**src/rtl/uam_pkg.sv**
```systemverilog
package uam_pkg;
   // opcode bit positions
   localparam int OP_RIGHT_BIT = 0;
   localparam int OP_DWORD_BIT = 1;
   localparam int OP_STORE_BIT = 2;

   localparam int REG_W = 64;

   typedef enum logic [2:0] {
      ST_IDLE  = 3'd0,
      ST_READ  = 3'd1,
      ST_WAIT  = 3'd2,
      ST_WRITE = 3'd3,
      ST_DONE  = 3'd4
   } uam_state_e;
endpackage

```
**src/rtl/uam_lane.sv**
```systemverilog
module uam_lane #(
   parameter int NB = 4
) (
   input  logic [$clog2(NB)-1:0] ofs,
   input  logic [8*NB-1:0]       reg_v,
   input  logic [8*NB-1:0]       mem_v,
   output logic [8*NB-1:0]       ld_left,
   output logic [8*NB-1:0]       ld_right,
   output logic [8*NB-1:0]       st_left,
   output logic [8*NB-1:0]       st_right
);
   localparam int W  = 8 * NB;
   localparam int OW = $clog2(NB);
   localparam logic [W-1:0]  ONES = '1;
   localparam logic [OW-1:0] TOP  = OW'(NB - 1);

   if (NB < 2 || (1 << OW) != NB) begin : g_bad_nb
      $error("uam_lane: NB must be a power of two, at least 2");
   end

   logic [OW+2:0] sh_lo;
   logic [OW+2:0] sh_hi;

   assign sh_lo = {ofs, 3'b000};
   assign sh_hi = {TOP - ofs, 3'b000};

   // loads: memory bytes slide toward the offset, register fills the rest
   assign ld_left  = (reg_v & ((ONES >> sh_lo) >> 8)) | (mem_v << sh_hi);
   assign ld_right = (reg_v & ~(ONES >> sh_lo))       | (mem_v >> sh_lo);
   // stores: register bytes slide into the aligned location, memory fills the rest
   assign st_left  = (reg_v >> sh_hi) | (mem_v & ~(ONES >> sh_hi));
   assign st_right = (reg_v << sh_lo) | (mem_v & ~(ONES << sh_lo));
endmodule

```
**src/rtl/uam_seq.sv**
```systemverilog
module uam_seq
   import uam_pkg::*;
(
   input  logic       clk,
   input  logic       rst_n,
   input  logic       start,
   input  logic       is_store,
   input  logic       rvalid,
   output uam_state_e state,
   output logic       accept,
   output logic       capture
);
   uam_state_e nxt;

   assign accept  = (state == ST_IDLE) && start;
   assign capture = (state == ST_WAIT) && rvalid;

   always_comb begin
      nxt = state;
      case (state)
         ST_IDLE:  if (start) nxt = ST_READ;
         ST_READ:  nxt = ST_WAIT;
         ST_WAIT:  if (rvalid) nxt = is_store ? ST_WRITE : ST_DONE;
         ST_WRITE: nxt = ST_DONE;
         ST_DONE:  nxt = ST_IDLE;
         default:  nxt = ST_IDLE;
      endcase
   end

   always_ff @(posedge clk or negedge rst_n) begin
      if (!rst_n) state <= ST_IDLE;
      else        state <= nxt;
   end

   // no response means the wait state holds
   assert_hold_wait_R7: assert property (@(posedge clk) disable iff (!rst_n)
      (state == ST_WAIT && !rvalid) |=> (state == ST_WAIT));

   // a write phase only follows a captured response
   assert_write_after_capture_R8: assert property (@(posedge clk) disable iff (!rst_n)
      (state == ST_WRITE) |-> $past(capture));
endmodule

```
**src/rtl/uam_unit.sv**
```systemverilog
module uam_unit
   import uam_pkg::*;
#(
   parameter int ADDR_W = 32
) (
   input  logic              clk,
   input  logic              rst_n,
   input  logic              start,
   input  logic [2:0]        op,
   input  logic [ADDR_W-1:0] eff_addr,
   input  logic [63:0]       reg_old,
   input  logic              dest_zero,
   output logic              busy,
   output logic              done,
   output logic              mem_req,
   output logic              mem_we,
   output logic [ADDR_W-1:0] mem_addr,
   output logic [63:0]       mem_wdata,
   output logic [7:0]        mem_wstrb,
   input  logic              mem_rvalid,
   input  logic [63:0]       mem_rdata,
   output logic              rf_we,
   output logic [63:0]       rf_wdata
);
   localparam int WORD_B  = 4;
   localparam int DWORD_B = 8;
   localparam int WORD_W  = 8 * WORD_B;
   localparam int WOFS_W  = $clog2(WORD_B);
   localparam int DOFS_W  = $clog2(DWORD_B);
   localparam logic [7:0] STRB_WORD  = 8'((1 << WORD_B) - 1);
   localparam logic [7:0] STRB_DWORD = 8'((1 << DWORD_B) - 1);

   if (ADDR_W < DOFS_W + 1) begin : g_bad_addr
      $error("uam_unit: ADDR_W too small for doubleword alignment");
   end

   uam_state_e        state;
   logic              accept;
   logic              capture;
   logic [2:0]        op_q;
   logic [ADDR_W-1:0] addr_q;
   logic [REG_W-1:0]  reg_q;
   logic              dz_q;
   logic [REG_W-1:0]  res_q;
   logic [REG_W-1:0]  merged;

   logic [WORD_W-1:0] w_ll, w_lr, w_sl, w_sr;
   logic [REG_W-1:0]  d_ll, d_lr, d_sl, d_sr;

   wire is_store = op_q[OP_STORE_BIT];
   wire is_dword = op_q[OP_DWORD_BIT];
   wire is_right = op_q[OP_RIGHT_BIT];

   uam_seq u_seq (
      .clk      (clk),
      .rst_n    (rst_n),
      .start    (start),
      .is_store (is_store),
      .rvalid   (mem_rvalid),
      .state    (state),
      .accept   (accept),
      .capture  (capture)
   );

   uam_lane #(.NB(WORD_B)) u_word (
      .ofs      (addr_q[WOFS_W-1:0]),
      .reg_v    (reg_q[WORD_W-1:0]),
      .mem_v    (mem_rdata[WORD_W-1:0]),
      .ld_left  (w_ll),
      .ld_right (w_lr),
      .st_left  (w_sl),
      .st_right (w_sr)
   );

   uam_lane #(.NB(DWORD_B)) u_dword (
      .ofs      (addr_q[DOFS_W-1:0]),
      .reg_v    (reg_q),
      .mem_v    (mem_rdata),
      .ld_left  (d_ll),
      .ld_right (d_lr),
      .st_left  (d_sl),
      .st_right (d_sr)
   );

   // pick the merged value and its upper-half treatment
   always_comb begin
      case ({is_store, is_dword, is_right})
         3'b000: merged = {{(REG_W-WORD_W){w_ll[WORD_W-1]}}, w_ll};
         3'b001: merged = (addr_q[WOFS_W-1:0] == '0)
                          ? {{(REG_W-WORD_W){w_lr[WORD_W-1]}}, w_lr}
                          : {reg_q[REG_W-1:WORD_W], w_lr};
         3'b010: merged = d_ll;
         3'b011: merged = d_lr;
         3'b100: merged = {{(REG_W-WORD_W){1'b0}}, w_sl};
         3'b101: merged = {{(REG_W-WORD_W){1'b0}}, w_sr};
         3'b110: merged = d_sl;
         default: merged = d_sr;
      endcase
   end

   always_ff @(posedge clk or negedge rst_n) begin
      if (!rst_n) begin
         op_q   <= '0;
         addr_q <= '0;
         reg_q  <= '0;
         dz_q   <= 1'b0;
         res_q  <= '0;
      end else begin
         if (accept) begin
            op_q   <= op;
            addr_q <= eff_addr;
            reg_q  <= reg_old;
            dz_q   <= dest_zero;
         end
         if (capture) res_q <= merged;
      end
   end

   assign busy     = (state != ST_IDLE);
   assign done     = (state == ST_DONE);
   assign mem_req  = (state == ST_READ) || (state == ST_WRITE);
   assign mem_we   = (state == ST_WRITE);
   assign mem_addr = is_dword ? {addr_q[ADDR_W-1:DOFS_W], {DOFS_W{1'b0}}}
                              : {addr_q[ADDR_W-1:WOFS_W], {WOFS_W{1'b0}}};
   assign mem_wdata = res_q;
   assign mem_wstrb = mem_we ? (is_dword ? STRB_DWORD : STRB_WORD) : 8'h00;
   assign rf_we     = done && !is_store && !dz_q;
   assign rf_wdata  = res_q;

   // requests never carry offset bits
   assert_req_aligned_R1: assert property (@(posedge clk) disable iff (!rst_n)
      mem_req |-> (mem_addr[WOFS_W-1:0] == '0) && (!is_dword || mem_addr[DOFS_W-1:0] == '0));

   // left word load result is sign-extended
   assert_left_word_signext_R2: assert property (@(posedge clk) disable iff (!rst_n)
      (rf_we && !is_dword && !is_right) |-> (rf_wdata[REG_W-1:WORD_W] == {(REG_W-WORD_W){rf_wdata[WORD_W-1]}}));

   // right word load at a nonzero offset keeps the old upper half
   assert_right_word_upper_R3: assert property (@(posedge clk) disable iff (!rst_n)
      (rf_we && !is_dword && is_right && addr_q[WOFS_W-1:0] != '0)
         |-> (rf_wdata[REG_W-1:WORD_W] == reg_q[REG_W-1:WORD_W]));

   // every request lasts exactly one cycle
   assert_single_req_R7: assert property (@(posedge clk) disable iff (!rst_n)
      mem_req |=> !mem_req);

   // a write request follows a read response
   assert_write_after_data_R8: assert property (@(posedge clk) disable iff (!rst_n)
      (mem_req && mem_we) |-> $past(mem_rvalid));

   // zero destination never writes the register file
   assert_zero_dest_R9: assert property (@(posedge clk) disable iff (!rst_n)
      (done && dz_q) |-> !rf_we);

   // operands stay put while busy
   assert_busy_stable_R10: assert property (@(posedge clk) disable iff (!rst_n)
      busy |=> ($stable(op_q) && $stable(addr_q) && $stable(reg_q) && $stable(dz_q)));
endmodule

```
**config.mk**
```make
export PLATFORM = sky130hd
export DESIGN_NAME = uam_unit
export DESIGN_NICKNAME = d
export VERILOG_FILES = /design/src/rtl/uam_pkg.sv /design/src/rtl/uam_lane.sv /design/src/rtl/uam_seq.sv /design/src/rtl/uam_unit.sv
export SDC_FILE = /design/constraint.sdc
export NUM_CORES = 1
export LEC_CHECK = 0
export CAP_MARGIN = 40
export CORE_ASPECT_RATIO = 0.8
export CORE_MARGIN = 2
export CORE_UTILIZATION = 40
export CTS_CLUSTER_SIZE = 20
export DETAILED_ROUTE_END_ITERATION = 7
export SLEW_MARGIN = 20
export SYNTH_ARGS = -nofsm -noshare
export SYNTH_HDL_FRONTEND = slang
export SYNTH_SLANG_ARGS = --single-unit
```
**constraint.sdc**
```tcl
create_clock -name clk -period 3.6 [get_ports clk]
set_clock_uncertainty 0.1 [all_clocks]
set_input_delay 0.36 -clock clk [delete_from_list [all_inputs] [get_ports clk]]
set_output_delay 0.36 -clock clk [all_outputs]
set_load 0.01 [all_outputs]
```
==> results.py <==
metrics = {
    "cts": {
        "clk_pin_slew_ps": 80,
        "cts_buffers": 17,
        "clkSinkCount": 167,
        "htree_levels": 4,
        "clkLatencyLatePin_ps": 480,
        "clockBufferDepth": 2,
        "tritoncts": "done",
        "cts_setup_buffers": 0,
        "root_buffer": "clkbuf_16",
    },
    "setup_path": {
        "max_stage_delay_ps": 710,
        "path_buf_inv": 4,
        "crit_arrival_ps": 3290,
        "startpoint_type": "flip-flop",
        "cp_top_family": "buffers and inverters",
        "crit_top_cell": "buf_4",
        "crit_type": "reg2reg",
        "crit_chain": "buf_4 -> nor3b_2 -> buf_4 -> o21ai_1 -> buf_4 -> o221ai_1 -> buf_4 -> a22oi_1 -> a21oi_1",
        "crit_fanout": 18,
        "required_ps": 3910,
        "crit_path_end_kind": "flip-flop",
        "cp_slowest_cell": "dfrtp_1",
        "r2r_slack_ps": 620,
    },
    "timing": {
        "fmax_mhz": 336,
        "hold_ws_ps": 208,
        "hold_viol": 0,
        "period_needed_ps": 2980,
        "setup_viol": 0,
        "tightest_slew_ps": 1010,
        "max_slew_margin_pct": 32.5,
        "period_share_pct": 82.8,
        "finalSetupTns_ps": 0,
        "slew_viol_final": 0,
        "rsz0062_at_grt": "false",
    },
    "synthesis": {
        "avgSynthCellArea_um2": 8.71,
        "yosysTopAreaCell": "dfrtp_1",
        "async_flop_share_pct": 100,
        "synth_top_area_share_pct": 24.7,
        "synthCells": 1946,
        "syn_area_mm2": 0.0169,
        "ys_seq_elements": 167,
        "synth.distinct_cells": 82,
        "yosysSeqAreaShare_pct": 24.7,
        "yosysWarnings": 0,
        "ys_top_cells_by_area": "dfrtp_1 25%, mux2_2 11%, mux2i_1 9.1%",
        "synth_edf_count": 0,
        "ys.flop_type": "dfrtp_1",
    },
    "power_and_ir_drop": {
        "p_leak_nw": 7.84,
        "p_per_area_mw_per_mm2": 1060,
        "vdd_drop_max_v": 0.000580,
        "finalPower_w": 0.0223,
    },
    "drt": {
        "ant_nets": 0,
        "routed_via_density": 6.84,
        "vias": 18212,
        "first_iter_violations": 2868,
        "firstDrtPassIters": 6,
        "wire_per_inst_um": 29.5,
        "wirelength_um": 78400,
        "drc": 0,
    },
    "layout": {
        "area_growth_pct": 23.9,
        "layout-drive-gt1-share_pct": 18.7,
        "final_cell_mix": "337 x clkdlybuf4s50_1, 173 x mux2_2, 164 x dfrtp_1",
        "nFillCells": 3980,
        "multi_input_area_mm2": 0.0111,
        "regArea_mm2": 0.00419,
        "nNetsFinal": 2265,
        "antenna_cells": 0,
        "final_common_cell": "clkdlybuf4s50_1",
    },
    "floorplanning": {
        "die_width_um": 234,
        "ios": 341,
        "die_area_mm2": 0.0440,
        "start_util_pct": 40.5,
        "fp.coreArea_mm2": 0.0418,
        "fp.dieH_um": 188,
        "num_rows": 67,
    },
    "global_route": {
        "first_global_vias": 17177,
        "gr-total-overflow": 0,
        "antenna_found_initial": 2,
        "grt_usage_pct": 35.0,
        "grt_max_degree": 84,
        "grt_first_pass_wirelength_um": 114000,
    },
    "run": {
        "maxCapViolCount": 0,
    },
    "placement": {
        "dp_hpwl_um": 53500,
        "io_buffers": 338,
        "routabilityCongestion": 0.975,
    },
    "min_path": {
        "hold_class": "in2async",
    },
    "outcome": {
        "outcome": "finished clean",
    },
}
## logic make-up (layout without fill, tap and decap cells)
family	after synthesis	in the layout	synth area share, %
AO/OA/AOI/OAI	635	635	25.6
AND/OR/NAND/NOR	437	437	12.0
multiplexers	378	378	27.4
buffers and inverters	328	491	10.4
flip-flops	167	167	24.7
other	1	2	0.0221
## flip-flops by register name, summed over array words and instances, names as in the netlist
| register | cells |
|---|---|
| mem_wdata | 64 |
| reg_q | 64 |
| addr_q | 32 |
| op_q | 3 |
| u_seq.state | 3 |
| dz_q | 1 |
## synthesized netlist by cell type, drive strengths merged (19+ instances only)
| cell type | count |
|---|---|
| buf | 199 |
| mux2 | 173 |
| dfrtp | 167 |
| nor2 | 159 |
| mux2i | 154 |
| nand2 | 143 |
| a21oi | 136 |
| clkbuf | 114 |
| o21ai | 114 |
| a211oi | 77 |
| mux4 | 51 |
| a221oi | 38 |
| a31oi | 37 |
| o22ai | 26 |
| nand3 | 21 |
| nor3 | 19 |
## repair_timing
action	in CTS	in global routing
resized for setup	0	0
hold buffers	1	0
endpoints found under the hold margin	24	0
## power by group
| part | internal, W | switching (W) | total, W |
|---|---|---|---|
| logic | 0.00700 | 0.00842 | 0.0154 |
| clock network | 0.00111 | 0.000928 | 0.00204 |
| registers | 0.00284 | 0.00201 | 0.00485 |
## final timing paths
path / end / from / cells after the start
min in group clk: addr_q[2]$_DFFE_PN0P_ / eff_addr[2] / 3
hold reg to reg: addr_q[29]$_DFFE_PN0P_ / addr_q[29]$_DFFE_PN0P_ / 1
setup / recovery: mem_wdata[56]$_DFFE_PN0P_ / op_q[0]$_DFFE_PN0P_ / 9
max in group asynchronous: reg_q[52]$_DFFE_PN0P_ / rst_n / 3
setup reg to reg: mem_wdata[56]$_DFFE_PN0P_ / op_q[0]$_DFFE_PN0P_ / 9
hold / removal: addr_q[29]$_DFFE_PN0P_ / rst_n / 2
## through the flow
stage | instance area, um^2 | worst slack, ps | util (%) | cells
floorplan | 17000 | 1270 | - | 1947
global placement | 20300 | 599 | 48.6 | 2627
detailed placement | 20400 | 561 | 48.7 | 2628
CTS | 21000 | 674 | 50.2 | 2661
global route | 21000 | 548 | 50.2 | 2662
finish | 21000 | 621 | 50.2 | 2662
## per-layer routing
metal	track usage, %	vias up	share of wire (%)	wire length [um]
met3	10.2	251	12	9740
met5	0	-	0.040	31
met2	49.2	1404	42	32900
li1	-	7651	-	-
met1	49.3	8902	41	32300
met4	15.4	4	4.4	3440
## area by class of cell
class	instances	area share, %
sequential	167	20.0
multi-input combinational	1452	52.6
clock inverter	15	0.906
clock buffer	17	2.03
inverter	15	0.268
tap	552	3.29
timing repair buffer	444	20.9
## worst reg2reg max path, stage by stage (launching register included)
cell	delay [ps]
dfrtp_1	710
buf_4	320
nor3b_2	440
buf_4	310
o21ai_1	140
buf_4	200
o221ai_1	160
buf_4	250
a22oi_1	100
a21oi_1	180
Power figures use the tool's default switching activity.
